## config.mk

```make
export PLATFORM = sky130hd
export DESIGN_NAME = cartdma_top
export DESIGN_NICKNAME = d
export VERILOG_FILES = /design/src/rtl/cartdma_pkg.sv /design/src/rtl/cartdma_block_calc.sv /design/src/rtl/cartdma_buf.sv /design/src/rtl/cartdma_fetch.sv /design/src/rtl/cartdma_top.sv
export SDC_FILE = /design/constraint.sdc
export NUM_CORES = 2
export LEC_CHECK = 0
export ABC_AREA = 0
export CAP_MARGIN = 20
export CORE_MARGIN = 1.5
export CORE_UTILIZATION = 30
export CTS_BUF_LIST = sky130_fd_sc_hd__clkbuf_8
export CTS_CLUSTER_SIZE = 10
export DETAILED_ROUTE_END_ITERATION = 16
export MAX_ROUTING_LAYER = met4
export SLEW_MARGIN = 10
export SYNTH_ARGS = -nofsm -noshare
export SYNTH_HDL_FRONTEND = slang
export SYNTH_HIERARCHICAL = 1
export SYNTH_SLANG_ARGS = --single-unit
```

## constraint.sdc

```tcl
create_clock -name clk -period 11.5 [get_ports clk]
set_clock_uncertainty 0.05 [all_clocks]
set_input_delay 1.725 -clock clk [delete_from_list [all_inputs] [get_ports clk]]
set_output_delay 1.725 -clock clk [all_outputs]
set_load 0.01 [all_outputs]
```

## src/rtl/cartdma_pkg.sv

```systemverilog
package cartdma_pkg;
  typedef enum logic [2:0] {
    S_IDLE, S_PLAN, S_FETCH, S_WRITE, S_NEXT, S_DONE
  } eng_state_t;

  typedef enum logic [1:0] {
    F_IDLE, F_REQ, F_WAIT
  } fetch_state_t;
endpackage

```

## src/rtl/cartdma_block_calc.sv

```systemverilog
module cartdma_block_calc #(
  parameter int BLK   = 128,
  parameter int LEN_W = 24,
  localparam int BW   = $clog2(BLK) + 1
) (
  input  logic [2:0]     mis_i,
  input  logic [LEN_W:0] rem_i,
  input  logic           first_i,
  output logic [BW-1:0]  fetch_o,
  output logic [BW-1:0]  wr_o,
  output logic [LEN_W:0] rem_o
);
  logic [BW-1:0]  blk_len, take, adj;
  logic [LEN_W:0] rem_after;

  always_comb begin
    blk_len   = BW'(BLK) - BW'(mis_i);
    take      = (rem_i < (LEN_W+1)'(blk_len)) ? rem_i[BW-1:0] : blk_len;
    rem_after = rem_i - (LEN_W+1)'(take);
    rem_o     = rem_after + (LEN_W+1)'(rem_after[0]);
    fetch_o   = take + BW'(take[0]);
    // first block: off-by-one round-up, then the misalignment cut
    adj       = (take == blk_len - BW'(1)) ? take + BW'(1) : take;
    if (!first_i)                wr_o = take;
    else if (adj > BW'(mis_i))   wr_o = adj - BW'(mis_i);
    else                         wr_o = '0;
  end
endmodule

```

## src/rtl/cartdma_buf.sv

```systemverilog
module cartdma_buf #(
  parameter int BLK  = 128,
  localparam int HIW = $clog2(BLK/2),
  localparam int BIW = $clog2(BLK)
) (
  input  logic           clk,
  input  logic           we_i,
  input  logic [HIW-1:0] hw_idx_i,
  input  logic [15:0]    hw_data_i,
  input  logic [BIW-1:0] rd_idx_i,
  output logic [7:0]     rd_data_o
);
  logic [7:0] mem [BLK];

  always_ff @(posedge clk) begin
    if (we_i) begin
      mem[{hw_idx_i, 1'b0}] <= hw_data_i[15:8];
      mem[{hw_idx_i, 1'b1}] <= hw_data_i[7:0];
    end
  end

  assign rd_data_o = mem[rd_idx_i];
endmodule

```

## src/rtl/cartdma_fetch.sv

```systemverilog
module cartdma_fetch
  import cartdma_pkg::*;
#(
  parameter int CART_AW = 32,
  parameter int BLK     = 128,
  parameter logic [CART_AW:0] ROM_BYTES = (CART_AW+1)'(32'h0100_0000),
  localparam int HIW    = $clog2(BLK/2)
) (
  input  logic               clk,
  input  logic               rst_n,
  input  logic               start_i,
  input  logic [CART_AW-1:0] base_i,
  input  logic [HIW:0]       nhw_i,
  output logic               done_o,
  output logic               rom_req_valid,
  input  logic               rom_req_ready,
  output logic [CART_AW-1:0] rom_req_addr,
  input  logic               rom_rsp_valid,
  input  logic [15:0]        rom_rsp_data,
  output logic               buf_we_o,
  output logic [HIW-1:0]     buf_idx_o,
  output logic [15:0]        buf_data_o
);
  fetch_state_t       st_q;
  logic [CART_AW-1:0] base_q, cur_addr;
  logic [HIW:0]       nhw_q, cnt_q;
  logic               oor_full, oor_low, step;

  always_comb begin
    cur_addr  = base_q + CART_AW'({cnt_q, 1'b0});
    oor_full  = {1'b0, cur_addr} >= ROM_BYTES;
    oor_low   = ({1'b0, cur_addr} + (CART_AW+1)'(1)) >= ROM_BYTES;
    rom_req_valid = (st_q == F_REQ) && !oor_full;
    rom_req_addr  = cur_addr;
    buf_idx_o     = cnt_q[HIW-1:0];
    buf_we_o      = 1'b0;
    buf_data_o    = 16'hFFFF;
    if (st_q == F_REQ && oor_full) begin
      buf_we_o = 1'b1;
    end else if (st_q == F_WAIT && rom_rsp_valid) begin
      buf_we_o   = 1'b1;
      buf_data_o = oor_low ? {rom_rsp_data[15:8], 8'hFF} : rom_rsp_data;
    end
    step   = buf_we_o;
    done_o = step && (cnt_q + (HIW+1)'(1) == nhw_q);
  end

  always_ff @(posedge clk or negedge rst_n) begin
    if (!rst_n) begin
      st_q   <= F_IDLE;
      base_q <= '0;
      nhw_q  <= '0;
      cnt_q  <= '0;
    end else begin
      case (st_q)
        F_IDLE: if (start_i) begin
          base_q <= base_i;
          nhw_q  <= nhw_i;
          cnt_q  <= '0;
          st_q   <= F_REQ;
        end
        F_REQ: if (!oor_full && rom_req_ready) st_q <= F_WAIT;
        default: ;
      endcase
      if (step) begin
        cnt_q <= cnt_q + (HIW+1)'(1);
        st_q  <= done_o ? F_IDLE : F_REQ;
      end
    end
  end

  a_r11_rom_hold: assert property (@(posedge clk) disable iff (!rst_n)
    rom_req_valid && !rom_req_ready |=> rom_req_valid && $stable(rom_req_addr));
  a_r8_no_oor_request: assert property (@(posedge clk) disable iff (!rst_n)
    rom_req_valid |-> ({1'b0, rom_req_addr} < ROM_BYTES));
  a_r4_even_request: assert property (@(posedge clk) disable iff (!rst_n)
    rom_req_valid |-> !rom_req_addr[0]);
endmodule

```

## src/rtl/cartdma_top.sv

```systemverilog
module cartdma_top
  import cartdma_pkg::*;
#(
  parameter int CART_AW = 32,
  parameter int RAM_AW  = 24,
  parameter int LEN_W   = 24,
  parameter int BLK     = 128,
  parameter logic [CART_AW:0] ROM_BYTES = (CART_AW+1)'(32'h0100_0000),
  localparam int BW     = $clog2(BLK) + 1,
  localparam int HIW    = $clog2(BLK/2)
) (
  input  logic               clk,
  input  logic               rst_n,
  input  logic               start_i,
  input  logic [CART_AW-1:0] cart_addr_i,
  input  logic [RAM_AW-1:0]  ram_addr_i,
  input  logic [LEN_W-1:0]   len_m1_i,
  output logic               busy_o,
  output logic               done_o,
  output logic [CART_AW-1:0] cart_addr_o,
  output logic [RAM_AW-1:0]  ram_addr_o,
  output logic [7:0]         wr_len_rb_o,
  output logic               rom_req_valid,
  input  logic               rom_req_ready,
  output logic [CART_AW-1:0] rom_req_addr,
  input  logic               rom_rsp_valid,
  input  logic [15:0]        rom_rsp_data,
  output logic               ram_wr_valid,
  input  logic               ram_wr_ready,
  output logic [RAM_AW-1:0]  ram_wr_addr,
  output logic [7:0]         ram_wr_data
);
  eng_state_t         state_q;
  logic [CART_AW-1:0] cart_q;
  logic [RAM_AW-1:0]  ram_q;
  logic [LEN_W:0]     rem_q, calc_rem;
  logic               first_q, small_q;
  logic [2:0]         mis0_q;
  logic [BW-1:0]      fetch_q, wr_q, idx_q, calc_fetch, calc_wr;
  logic [7:0]         rb_q;
  logic               f_done, buf_we;
  logic [HIW-1:0]     buf_idx;
  logic [15:0]        buf_data;
  logic [RAM_AW-1:0]  ram_adv;

  cartdma_block_calc #(.BLK(BLK), .LEN_W(LEN_W)) i_calc (
    .mis_i(ram_q[2:0]), .rem_i(rem_q), .first_i(first_q),
    .fetch_o(calc_fetch), .wr_o(calc_wr), .rem_o(calc_rem)
  );

  cartdma_fetch #(.CART_AW(CART_AW), .BLK(BLK), .ROM_BYTES(ROM_BYTES)) i_fetch (
    .clk(clk), .rst_n(rst_n),
    .start_i(state_q == S_PLAN), .base_i(cart_q), .nhw_i(calc_fetch[BW-1:1]),
    .done_o(f_done),
    .rom_req_valid(rom_req_valid), .rom_req_ready(rom_req_ready),
    .rom_req_addr(rom_req_addr), .rom_rsp_valid(rom_rsp_valid),
    .rom_rsp_data(rom_rsp_data),
    .buf_we_o(buf_we), .buf_idx_o(buf_idx), .buf_data_o(buf_data)
  );

  cartdma_buf #(.BLK(BLK)) i_buf (
    .clk(clk), .we_i(buf_we), .hw_idx_i(buf_idx), .hw_data_i(buf_data),
    .rd_idx_i(idx_q[BW-2:0]), .rd_data_o(ram_wr_data)
  );

  assign ram_adv      = (ram_q + RAM_AW'(wr_q) + RAM_AW'(7)) & ~RAM_AW'(7);
  assign busy_o       = (state_q != S_IDLE);
  assign done_o       = (state_q == S_DONE);
  assign cart_addr_o  = cart_q;
  assign ram_addr_o   = ram_q;
  assign wr_len_rb_o  = rb_q;
  assign ram_wr_valid = (state_q == S_WRITE);
  assign ram_wr_addr  = ram_q + RAM_AW'(idx_q);

  always_ff @(posedge clk or negedge rst_n) begin
    if (!rst_n) begin
      state_q <= S_IDLE;
      cart_q  <= '0;
      ram_q   <= '0;
      rem_q   <= '0;
      first_q <= 1'b0;
      small_q <= 1'b0;
      mis0_q  <= '0;
      fetch_q <= '0;
      wr_q    <= '0;
      idx_q   <= '0;
      rb_q    <= 8'h7F;
    end else begin
      case (state_q)
        S_IDLE: if (start_i) begin
          cart_q  <= {cart_addr_i[CART_AW-1:1], 1'b0};
          ram_q   <= {ram_addr_i[RAM_AW-1:1], 1'b0};
          mis0_q  <= {ram_addr_i[2:1], 1'b0};
          rem_q   <= (LEN_W+1)'(len_m1_i) + (LEN_W+1)'(1);
          small_q <= (len_m1_i < LEN_W'(8));
          first_q <= 1'b1;
          state_q <= S_PLAN;
        end
        S_PLAN: begin
          fetch_q <= calc_fetch;
          wr_q    <= calc_wr;
          rem_q   <= calc_rem;
          state_q <= S_FETCH;
        end
        S_FETCH: if (f_done) begin
          cart_q  <= cart_q + CART_AW'(fetch_q);
          idx_q   <= '0;
          state_q <= (wr_q == '0) ? S_NEXT : S_WRITE;
        end
        S_WRITE: if (ram_wr_ready) begin
          if (idx_q == wr_q - BW'(1)) state_q <= S_NEXT;
          else                        idx_q   <= idx_q + BW'(1);
        end
        S_NEXT: begin
          ram_q   <= ram_adv;
          idx_q   <= '0;
          first_q <= 1'b0;
          if (rem_q == '0) begin
            rb_q    <= small_q ? (8'h7F - {5'b0, mis0_q}) : 8'h7F;
            state_q <= S_DONE;
          end else begin
            state_q <= S_PLAN;
          end
        end
        default: state_q <= S_IDLE;
      endcase
    end
  end

  a_r11_wr_hold: assert property (@(posedge clk) disable iff (!rst_n)
    ram_wr_valid && !ram_wr_ready |=>
      ram_wr_valid && $stable(ram_wr_addr) && $stable(ram_wr_data));
  a_r10_done_single: assert property (@(posedge clk) disable iff (!rst_n)
    done_o |=> !done_o && !busy_o);
  a_r7_later_blocks_aligned: assert property (@(posedge clk) disable iff (!rst_n)
    (state_q == S_PLAN && !first_q) |-> (ram_q[2:0] == 3'd0));
  a_r3_rest_even: assert property (@(posedge clk) disable iff (!rst_n)
    (state_q == S_PLAN && !first_q) |-> !rem_q[0]);
endmodule

```

# After elaboration in Yosys (flattened, before gate mapping)
# Memories as Yosys holds them, arrays and structs flattened.
# Index checks and enable logic that the tools add are counted.
dict set report word_totals {
  regBits 168
  mem_bits_rw 1024
  in_bits 102
  out_inout_bits 132
  word_cells 124
  n_memories 1
}
dict set report classes {
  add_sub_neg 18
  n_lt_le_gt_ge 5
  n_eq_ne 17
  n_mux 40
  n_reduce_logical 28
}
# memory depth word_bits read_ports rd_ports_with_merged_regs wr line
set mem_list {}
lappend mem_list {i_buf.mem 128 8 1 0 2 cartdma_buf.sv:13} ;# logic [7:0] mem [BLK];
# cell count
set op_table {}
lappend op_table {{8-bit two-way mux} 9}
lappend op_table {{32-bit by 8-bit adder with 32-bit output} 2}
lappend op_table {{32-bit two-way mux} 2}
lappend op_table {{32-bit case mux with 2 select lines} 1}
lappend op_table {{25-bit case mux with 2 select lines} 1}
lappend op_table {{24-bit by 8-bit adder with 24-bit output} 2}
lappend op_table {{24-bit case mux with 2 select lines} 1}
lappend op_table {{32-bit by 1-bit adder with 33-bit output, second input constant} 1}
lappend op_table {{33-bit by 25-bit >= comparator with 1-bit output, second input constant} 1}
lappend op_table {{32-bit by 25-bit >= comparator with 1-bit output, second input constant} 1}
lappend op_table {{16-bit two-way mux} 2}
lappend op_table {{24-bit by 1-bit adder with 25-bit output, second input constant} 1}
lappend op_table {{25-bit by 1-bit adder with 25-bit output} 1}
lappend op_table {{25-bit zero test} 1}
lappend op_table {{25-bit by 8-bit less-than comparator with 1-bit output} 1}
lappend op_table {{25-bit two-way mux} 1}
lappend op_table {{25-bit by 8-bit subtractor with 25-bit output} 1}
lappend op_table {{24-bit by 3-bit adder with 24-bit output, second input constant} 1}
lappend op_table {{24-bit by 4-bit less-than comparator with 1-bit output, second input constant} 1}
lappend op_table {{24-bit two-way mux} 1}
lappend op_table {{8-bit case mux with 3 select lines} 1}
lappend op_table {{7-bit two-way mux} 3}
lappend op_table {{3-bit two-way mux} 6}
lappend op_table {{8-bit by 1-bit adder with 8-bit output, second input constant} 2}
lappend op_table {{33 further kinds} 64}

# Depth between registers and ports, before layout
dict set report depth {
  word_depth 8
  mapped_depth 30
  ltp_nobuf 27
}

# By module
# Netlist, hierarchy kept.
# mod n_inst cells_per_inst area_per_inst_um2 seq_area_each_um2
set by_module_without_submodules {}
lappend by_module_without_submodules {cartdma_buf 1 1549 39213.9 30749.5}
lappend by_module_without_submodules {cartdma_top 1 911 7624.8 2830.2}
lappend by_module_without_submodules {cartdma_fetch 1 437 3510.9 1201.2}
lappend by_module_without_submodules {cartdma_block_calc 1 404 2741.4 0.0}

# Worst setup path before layout
# Ideal clock, no wire load.
dict set report synth_timing {
  kind {reg2reg}
  from {register ram_q[1], in the netlist ram_addr_o[1]}
  to {register rem_q[21]}
  setup_time_ps 135
  arrival_ps 6131
  required_time_ps 11315
  setup_slack_ps 5184
  stages_incl_launch_ff 29
  n_path_buf 2
  synth_period_minus_slack_ps 6316
  cell_sequence {dfrtp_1 > inv_1 > ha_1 > nand2b_1 > inv_1 > ha_1 > a2111oi_0 > nand3_1 > or3_1 > buf_2 > a21oi_4 > buf_4 > a21oi_1 > inv_1 > ha_1 > inv_1 > fa_1 > a21o_1 > a21oi_1 > o21ai_0 > a211oi_1 > nor4bb_1 > o211ai_1 > a21oi_1 > and3_1 > nor2b_1 > xnor2_1 > a21oi_1 > o21ai_0}
}
dict set report synth_via {
  elab_chain_cells 6
}
# item line
set synth_lines {}
lappend synth_lines {{start: declaration} cartdma_top.sv:35} ;# logic [RAM_AW-1:0] ram_q;
lappend synth_lines {{start signal: assignment} cartdma_top.sv:92} ;# ram_q <= {ram_addr_i[RAM_AW-1:1], 1'b0};
lappend synth_lines {{start signal: assignment} cartdma_top.sv:115} ;# ram_q <= ram_adv;
lappend synth_lines {{8-bit by 3-bit subtractor with 8-bit output (*)} cartdma_block_calc.sv:17} ;# blk_len = BW'(BLK) - BW'(mis_i);
lappend synth_lines {{25-bit by 8-bit less-than comparator with 1-bit output} cartdma_block_calc.sv:18} ;# take = (rem_i < (LEN_W+1)'(blk_len)) ? rem_i[BW-1:0] : blk_len;
lappend synth_lines {{8-bit two-way mux (*)} cartdma_block_calc.sv:18}
lappend synth_lines {{25-bit by 8-bit subtractor with 25-bit output (*)} cartdma_block_calc.sv:19} ;# rem_after = rem_i - (LEN_W+1)'(take);
lappend synth_lines {{25-bit by 1-bit adder with 25-bit output (*)} cartdma_block_calc.sv:20} ;# rem_o = rem_after + (LEN_W+1)'(rem_after[0]);
lappend synth_lines {{via calc_rem[21]} cartdma_top.sv:36} ;# logic [LEN_W:0] rem_q, calc_rem;
lappend synth_lines {{25-bit case mux with 2 select lines (*)} cartdma_top.sv:89} ;# case (state_q)
lappend synth_lines {{end signal: assignment} cartdma_top.sv:94} ;# rem_q <= (LEN_W+1)'(len_m1_i) + (LEN_W+1)'(1);
lappend synth_lines {{end signal: assignment} cartdma_top.sv:102} ;# rem_q <= calc_rem;
lappend synth_lines {{end: declaration} cartdma_top.sv:36}
# The timed path passes the listed nets; every way through them passes the cells marked *.
# A chain may end at the register's enable or synchronous reset.

# Worst setup path after layout
# Ends and elaborated chain as after synthesis.

==> results <==
- The relative slew slack is 28.8%.
- For this design, the sink count on the clock tree is 1185.
- The share of power burned in combinational logic is 28.5%.
- The class of the tightest hold or removal check is flip-flop to flip-flop.
- TritonCTS created 190 clock buffers.
- The post-synthesis async set-or-reset flop share is 13.6%.
- The number of max-slew violations in the final report came to 0.
- The number of rows in the core area is 154.
- After routing, the total negative slack on setup checks comes to 0 ns.
- Power spread over the standard cell area amounts to 202 nW/um^2.
- The initial core utilization is 30.2%.
- The origin of the worst min-delay path is mis0_q[1]$_DFFE_PN0P_.
- The worst setup path is of the flip-flop to flip-flop kind.
- Once layout is done, the placed cells without fillers occupy 62000 sq um.
- Clock-pin slew was measured on the worst setup and hold paths at 0.05 ns.
- Measured along the y axis, the die boundary spans 424 um.
- The number of detailed-routing iterations run before antenna repair is 5.
- The instance count of the mapped netlist is 3301.
- Per report_power, the clock group accounts for 27.4% of the total.
- The wire length reported by the detailed router is 130000 um.
- The buffers inserted during post-CTS setup optimization is 0.
- The H-tree depth reported by CTS is 4.
- The sum of internal, switching and leakage power is 12.5 mW.
- The CTS root buffer is sky130_fd_sc_hd__clkbuf_8.
- TritonCTS built the clock tree.
- Cells fill 35.2% of the core in the end.
- In this run, flip-flops and latches consume 44.1% of the power.
- The required time reported for the critical path endpoint is 12.14 ns.
- Sequential cells were found to cover 65.5% of the synthesized design area.
- Across all layers, the routed design uses 30571 vias.
- The post-route netlist has 20.9% of its cells at a drive strength greater than 1.
- The area overhead of the layout relative to synthesis is 16.7%.
- The top achievable clock speed is 0.127 GHz.
- The largest fanout on the critical path is 19.
- The global-route usage over all layers is 14.7%.
- The number of antenna violations at the first check in global routing is 9.
- After detailed routing, the number of remaining DRC violations is 0.
- The overall overflow remaining after global route is 0.
- Once detail routing completed, the nets flagged for antenna violations numbered 0.
- The start point of the critical path is ram_addr_o[1]$_DFFE_PN0P_.
- At the pin with the least slew margin, the transition time is 1.07 ns.
- Setup violations remaining at the end of the flow were counted as 0.
- Gates resized during post-CTS repair numbered 0.
- The number of buffers between clock root and the deepest sink is 3.
- The via-per-instance ratio is 4.99.
- The half-perimeter wire length after placement is 80600 um.
- The mapped netlist covers 53100 sq um.
- After synthesis the netlist holds a flip-flop and latch count of 1185.
- The I/O pin total is 234.
- The source-to-sink clock delay at the later pin of the worst-skew pair is 0.87 ns.
- The total count of hold-check failures in the final report is 0.
- The max-cap check violation count is 0.
- Summed over all cells, the static leakage comes to 19.7 nW.
- The number of I/O port buffers is 224.
- Net switching is 33.3% of the power.
- The count of flip-flops with a built-in enable after synthesis is 1024.
- The congestion estimate from routability-driven global placement came to 0.870.
- The number of global-route vias before repair is 31011.
- The area of the core is 176000 sq um.
- The post-place instance area is 58400 sq um.
- Yosys printed 6 warnings.
- In this run the critical register-to-register path is launched from ram_addr_o[1]$_DFFE_PN0P_.
- After the last flow step, the layout net total stands at 3803.
- The internal power summed over all cells is 8.37 mW.
- The DRC violation total after the first TritonRoute iteration is 2321.
- The post-cts hold buffer count is 0.
- Dividing the final minimum period by the clock period gives 68.5%.
- The flip-flop cell with the highest count after synthesis is sky130_fd_sc_hd__edfxtp_1.
- The peak ir drop on the vdd network is 0.000132 V.
- The worst setup path is captured at a flip-flop.
- The shortest clock period the worst path allows after layout is 7.87 ns.
- The flow ran to the end, and the final reports show no timing, DRC or antenna violations.
- A synthesized cell averages 16.1 sq um.
- STA classifies the critical path startpoint as a flip-flop.
- The largest net degree at the start of global routing is 159.
- The arrival time of data at the critical path endpoint is 8.52 ns.
- The first global-routing pass estimated 197000 um of wire.
- The number of different library cells in the post-synthesis netlist is 103.
- Summed over all nets, the switching power comes to 4.17 mW.
- Setup repair after global routing left no endpoint under its margin.
- The average routed wire per standard cell is 21.2 um.
- The x dimension of the die is 424 um.
- The total die area is 180000 sq um.
## cells in the mapped netlist (6+ instances only)
| master | instances | area [sq um] |
|---|---|---|
| sky130_fd_sc_hd__nor4_1 | 23 | 144 |
| sky130_fd_sc_hd__xnor2_1 | 85 | 744 |
| sky130_fd_sc_hd__xor2_1 | 60 | 526 |
| sky130_fd_sc_hd__nor2b_1 | 17 | 106 |
| sky130_fd_sc_hd__and3_1 | 38 | 238 |
| sky130_fd_sc_hd__nand2_1 | 266 | 998 |
| sky130_fd_sc_hd__a21o_1 | 15 | 113 |
| sky130_fd_sc_hd__a211oi_1 | 20 | 150 |
| sky130_fd_sc_hd__nor3b_1 | 7 | 52.6 |
| sky130_fd_sc_hd__o22a_1 | 6 | 52.6 |
| sky130_fd_sc_hd__and4_1 | 17 | 149 |
| sky130_fd_sc_hd__and2_1 | 10 | 62.6 |
| sky130_fd_sc_hd__inv_1 | 58 | 218 |
| sky130_fd_sc_hd__o22ai_1 | 22 | 138 |
| sky130_fd_sc_hd__or3_1 | 18 | 113 |
| sky130_fd_sc_hd__nand3b_1 | 7 | 52.6 |
| sky130_fd_sc_hd__edfxtp_1 | 1024 | 30700 |
| sky130_fd_sc_hd__a21oi_1 | 113 | 566 |
| sky130_fd_sc_hd__buf_2 | 37 | 185 |
| sky130_fd_sc_hd__o21a_1 | 16 | 120 |
| sky130_fd_sc_hd__nor3_1 | 72 | 360 |
| sky130_fd_sc_hd__buf_6 | 6 | 67.6 |
| sky130_fd_sc_hd__o211ai_1 | 12 | 90.1 |
| sky130_fd_sc_hd__nand3_1 | 65 | 325 |
| sky130_fd_sc_hd__a31oi_1 | 10 | 62.6 |
| sky130_fd_sc_hd__mux4_2 | 336 | 7570 |
| sky130_fd_sc_hd__a211o_1 | 6 | 52.6 |
| sky130_fd_sc_hd__nor2_1 | 198 | 743 |
| sky130_fd_sc_hd__dfrtp_1 | 159 | 3980 |
| sky130_fd_sc_hd__o31ai_1 | 8 | 60.1 |
| sky130_fd_sc_hd__o21ai_0 | 104 | 521 |
| sky130_fd_sc_hd__ha_1 | 60 | 751 |
| sky130_fd_sc_hd__clkbuf_1 | 103 | 387 |
| sky130_fd_sc_hd__or2_2 | 20 | 125 |
| sky130_fd_sc_hd__buf_4 | 24 | 180 |
| sky130_fd_sc_hd__nand4_1 | 46 | 288 |
| sky130_fd_sc_hd__buf_1 | 12 | 45.0 |
| sky130_fd_sc_hd__a2111oi_0 | 6 | 52.6 |
| sky130_fd_sc_hd__or4_1 | 11 | 82.6 |
| sky130_fd_sc_hd__mux2_2 | 24 | 270 |
| sky130_fd_sc_hd__nand2b_1 | 21 | 131 |
| sky130_fd_sc_hd__mux2i_1 | 23 | 230 |
## layout by cell type, fill, tap and decap left out, types with 15 or more instances in the layout
| master | netlist | layout |
|---|---|---|
| sky130_fd_sc_hd__clkinv_2 | 0 | 23 |
| sky130_fd_sc_hd__mux2i_1 | 23 | 23 |
| sky130_fd_sc_hd__xnor2_1 | 85 | 85 |
| sky130_fd_sc_hd__a21oi_1 | 113 | 111 |
| sky130_fd_sc_hd__nand2b_1 | 21 | 21 |
| sky130_fd_sc_hd__nor2b_1 | 17 | 17 |
| sky130_fd_sc_hd__a211oi_1 | 20 | 20 |
| sky130_fd_sc_hd__clkinv_1 | 0 | 39 |
| sky130_fd_sc_hd__dfrtp_1 | 159 | 155 |
| sky130_fd_sc_hd__ha_1 | 60 | 60 |
| sky130_fd_sc_hd__inv_1 | 58 | 119 |
| sky130_fd_sc_hd__nand4_1 | 46 | 46 |
| sky130_fd_sc_hd__or3_1 | 18 | 18 |
| sky130_fd_sc_hd__and3_1 | 38 | 38 |
| sky130_fd_sc_hd__o22ai_1 | 22 | 22 |
| sky130_fd_sc_hd__o21ai_0 | 104 | 96 |
| sky130_fd_sc_hd__nor4_1 | 23 | 23 |
| sky130_fd_sc_hd__o21a_1 | 16 | 16 |
| sky130_fd_sc_hd__mux2_2 | 24 | 24 |
| sky130_fd_sc_hd__nand2_1 | 266 | 265 |
| sky130_fd_sc_hd__buf_4 | 24 | 91 |
| sky130_fd_sc_hd__clkdlybuf4s50_1 | 0 | 223 |
| sky130_fd_sc_hd__a21o_1 | 15 | 15 |
| sky130_fd_sc_hd__and4_1 | 17 | 17 |
| sky130_fd_sc_hd__xor2_1 | 60 | 60 |
| sky130_fd_sc_hd__clkbuf_8 | 0 | 194 |
| sky130_fd_sc_hd__nor2_1 | 198 | 192 |
| sky130_fd_sc_hd__edfxtp_1 | 1024 | 1024 |
| sky130_fd_sc_hd__nand3_1 | 65 | 65 |
| sky130_fd_sc_hd__nor3_1 | 72 | 62 |
| sky130_fd_sc_hd__mux4_2 | 336 | 336 |
| sky130_fd_sc_hd__or2_2 | 20 | 20 |
## per-layer routing
metal	routed length [um]	vias to the layer above	part of all wire [%]	track usage (%)
li1	-	13740	-	-
met4	2800	0	2.2	4.12
met3	7020	186	5.4	2.63
met5	0	-	0	-
met2	65100	833	50	24.2
met1	55100	15812	42	18.8
## worst max-delay path, cell delays in order (launching register included)
cell and delay (ns):
sky130_fd_sc_hd__dfrtp_1 0.74, sky130_fd_sc_hd__inv_1 0.20, sky130_fd_sc_hd__ha_1 0.33, sky130_fd_sc_hd__nand2b_1 0.27, sky130_fd_sc_hd__inv_1 0.13, sky130_fd_sc_hd__ha_1 0.19, sky130_fd_sc_hd__a2111oi_0 0.38, sky130_fd_sc_hd__nand3_1 0.13
sky130_fd_sc_hd__or3_1 0.51, sky130_fd_sc_hd__a21oi_4 0.51, sky130_fd_sc_hd__a21oi_1 0.26, sky130_fd_sc_hd__inv_1 0.14, sky130_fd_sc_hd__ha_1 0.18, sky130_fd_sc_hd__inv_1 0.06, sky130_fd_sc_hd__fa_1 0.40, sky130_fd_sc_hd__a21o_1 0.20
sky130_fd_sc_hd__a21oi_1 0.26, sky130_fd_sc_hd__o21ai_0 0.28, sky130_fd_sc_hd__a211oi_1 0.49, sky130_fd_sc_hd__nor4bb_1 0.53, sky130_fd_sc_hd__o211ai_1 0.32, sky130_fd_sc_hd__a21oi_1 0.37, sky130_fd_sc_hd__and3_1 0.28, sky130_fd_sc_hd__nor2b_1 0.18
sky130_fd_sc_hd__xnor2_1 0.08, sky130_fd_sc_hd__a21oi_1 0.12, sky130_fd_sc_hd__o21ai_0 0.10
## final timing paths
check                                               to  slack [ns]  cells after the start
min                         wr_len_rb_o[1]$_DFFE_PN1N_        0.36                      1
max                              rem_q[21]$_DFFE_PN0P_        3.63                     26
min in group asynchronous       fetch_q[2]$_DFFE_PN0P_        0.96                      1
min reg2reg                 wr_len_rb_o[1]$_DFFE_PN1N_        0.36                      1
max in group asynchronous  cart_addr_o[31]$_DFFE_PN0P_        9.01                      2
max reg2reg                      rem_q[21]$_DFFE_PN0P_        3.63                     26
## metrics by stage
| step | hold slack [ns] | instances | setup slack [ns] |
|---|---|---|---|
| finish | 0.359 | 6132 | 3.63 |
| global route | 0.383 | 6131 | 3.02 |
| CTS | 0.367 | 6122 | 3.64 |
| detailed placement | 0.363 | 5783 | 3.67 |
| global placement | 0.359 | 5783 | 3.70 |
| floorplan | 0.342 | 3310 | 5.18 |
## flip-flops by register name (all words and copies together), names as in the netlist, 2 cells and up
register,count
i_fetch/cnt_q,7
mis0_q,2
rem_q,25
idx_q,8
i_buf/mem,1024
fetch_q,8
cart_addr_o,32
i_fetch/base_q,32
state_q,3
wr_len_rb_o,2
i_fetch/st_q,2
ram_addr_o,23
i_fetch/nhw_q,7
wr_q,8
## power by group through the flow
stage                     combinational, mW  clock (mW)  sequential (mW)
after floorplan                        2.82           0             5.39
after global placement                 3.56           0             5.61
after detailed placement               3.59           0             5.61
after CTS                              3.61        3.53             5.53
after global routing                   3.90        3.71             5.58
final                                  3.58        3.43             5.53
## cell families after synthesis
group                      after synthesis  synth area share (%)
and+or+nand+nor                        875                  8.28
adders and majority gates               65                  1.60
muxes                                  385                  15.3
xor gates and xnor gates               146                  2.44
buffers and inverters                  244                  2.08
other                                    3                0.0212
AOI/OAI and AO/OA                      398                  4.81
DFF                                   1185                  65.5
## cell type report
class / instances / area [sq um]
fill: 16635 / 114000
sequential: 1185 / 34800
inverter: 60 / 228
antenna: 9 / 22.5
tap: 2340 / 2930
timing repair buffer: 318 / 2980
clock inverter: 145 / 902
clock buffer: 194 / 2670
multi-input combinational: 1881 / 17400
Note: power is estimated with default switching activity, not from simulation.
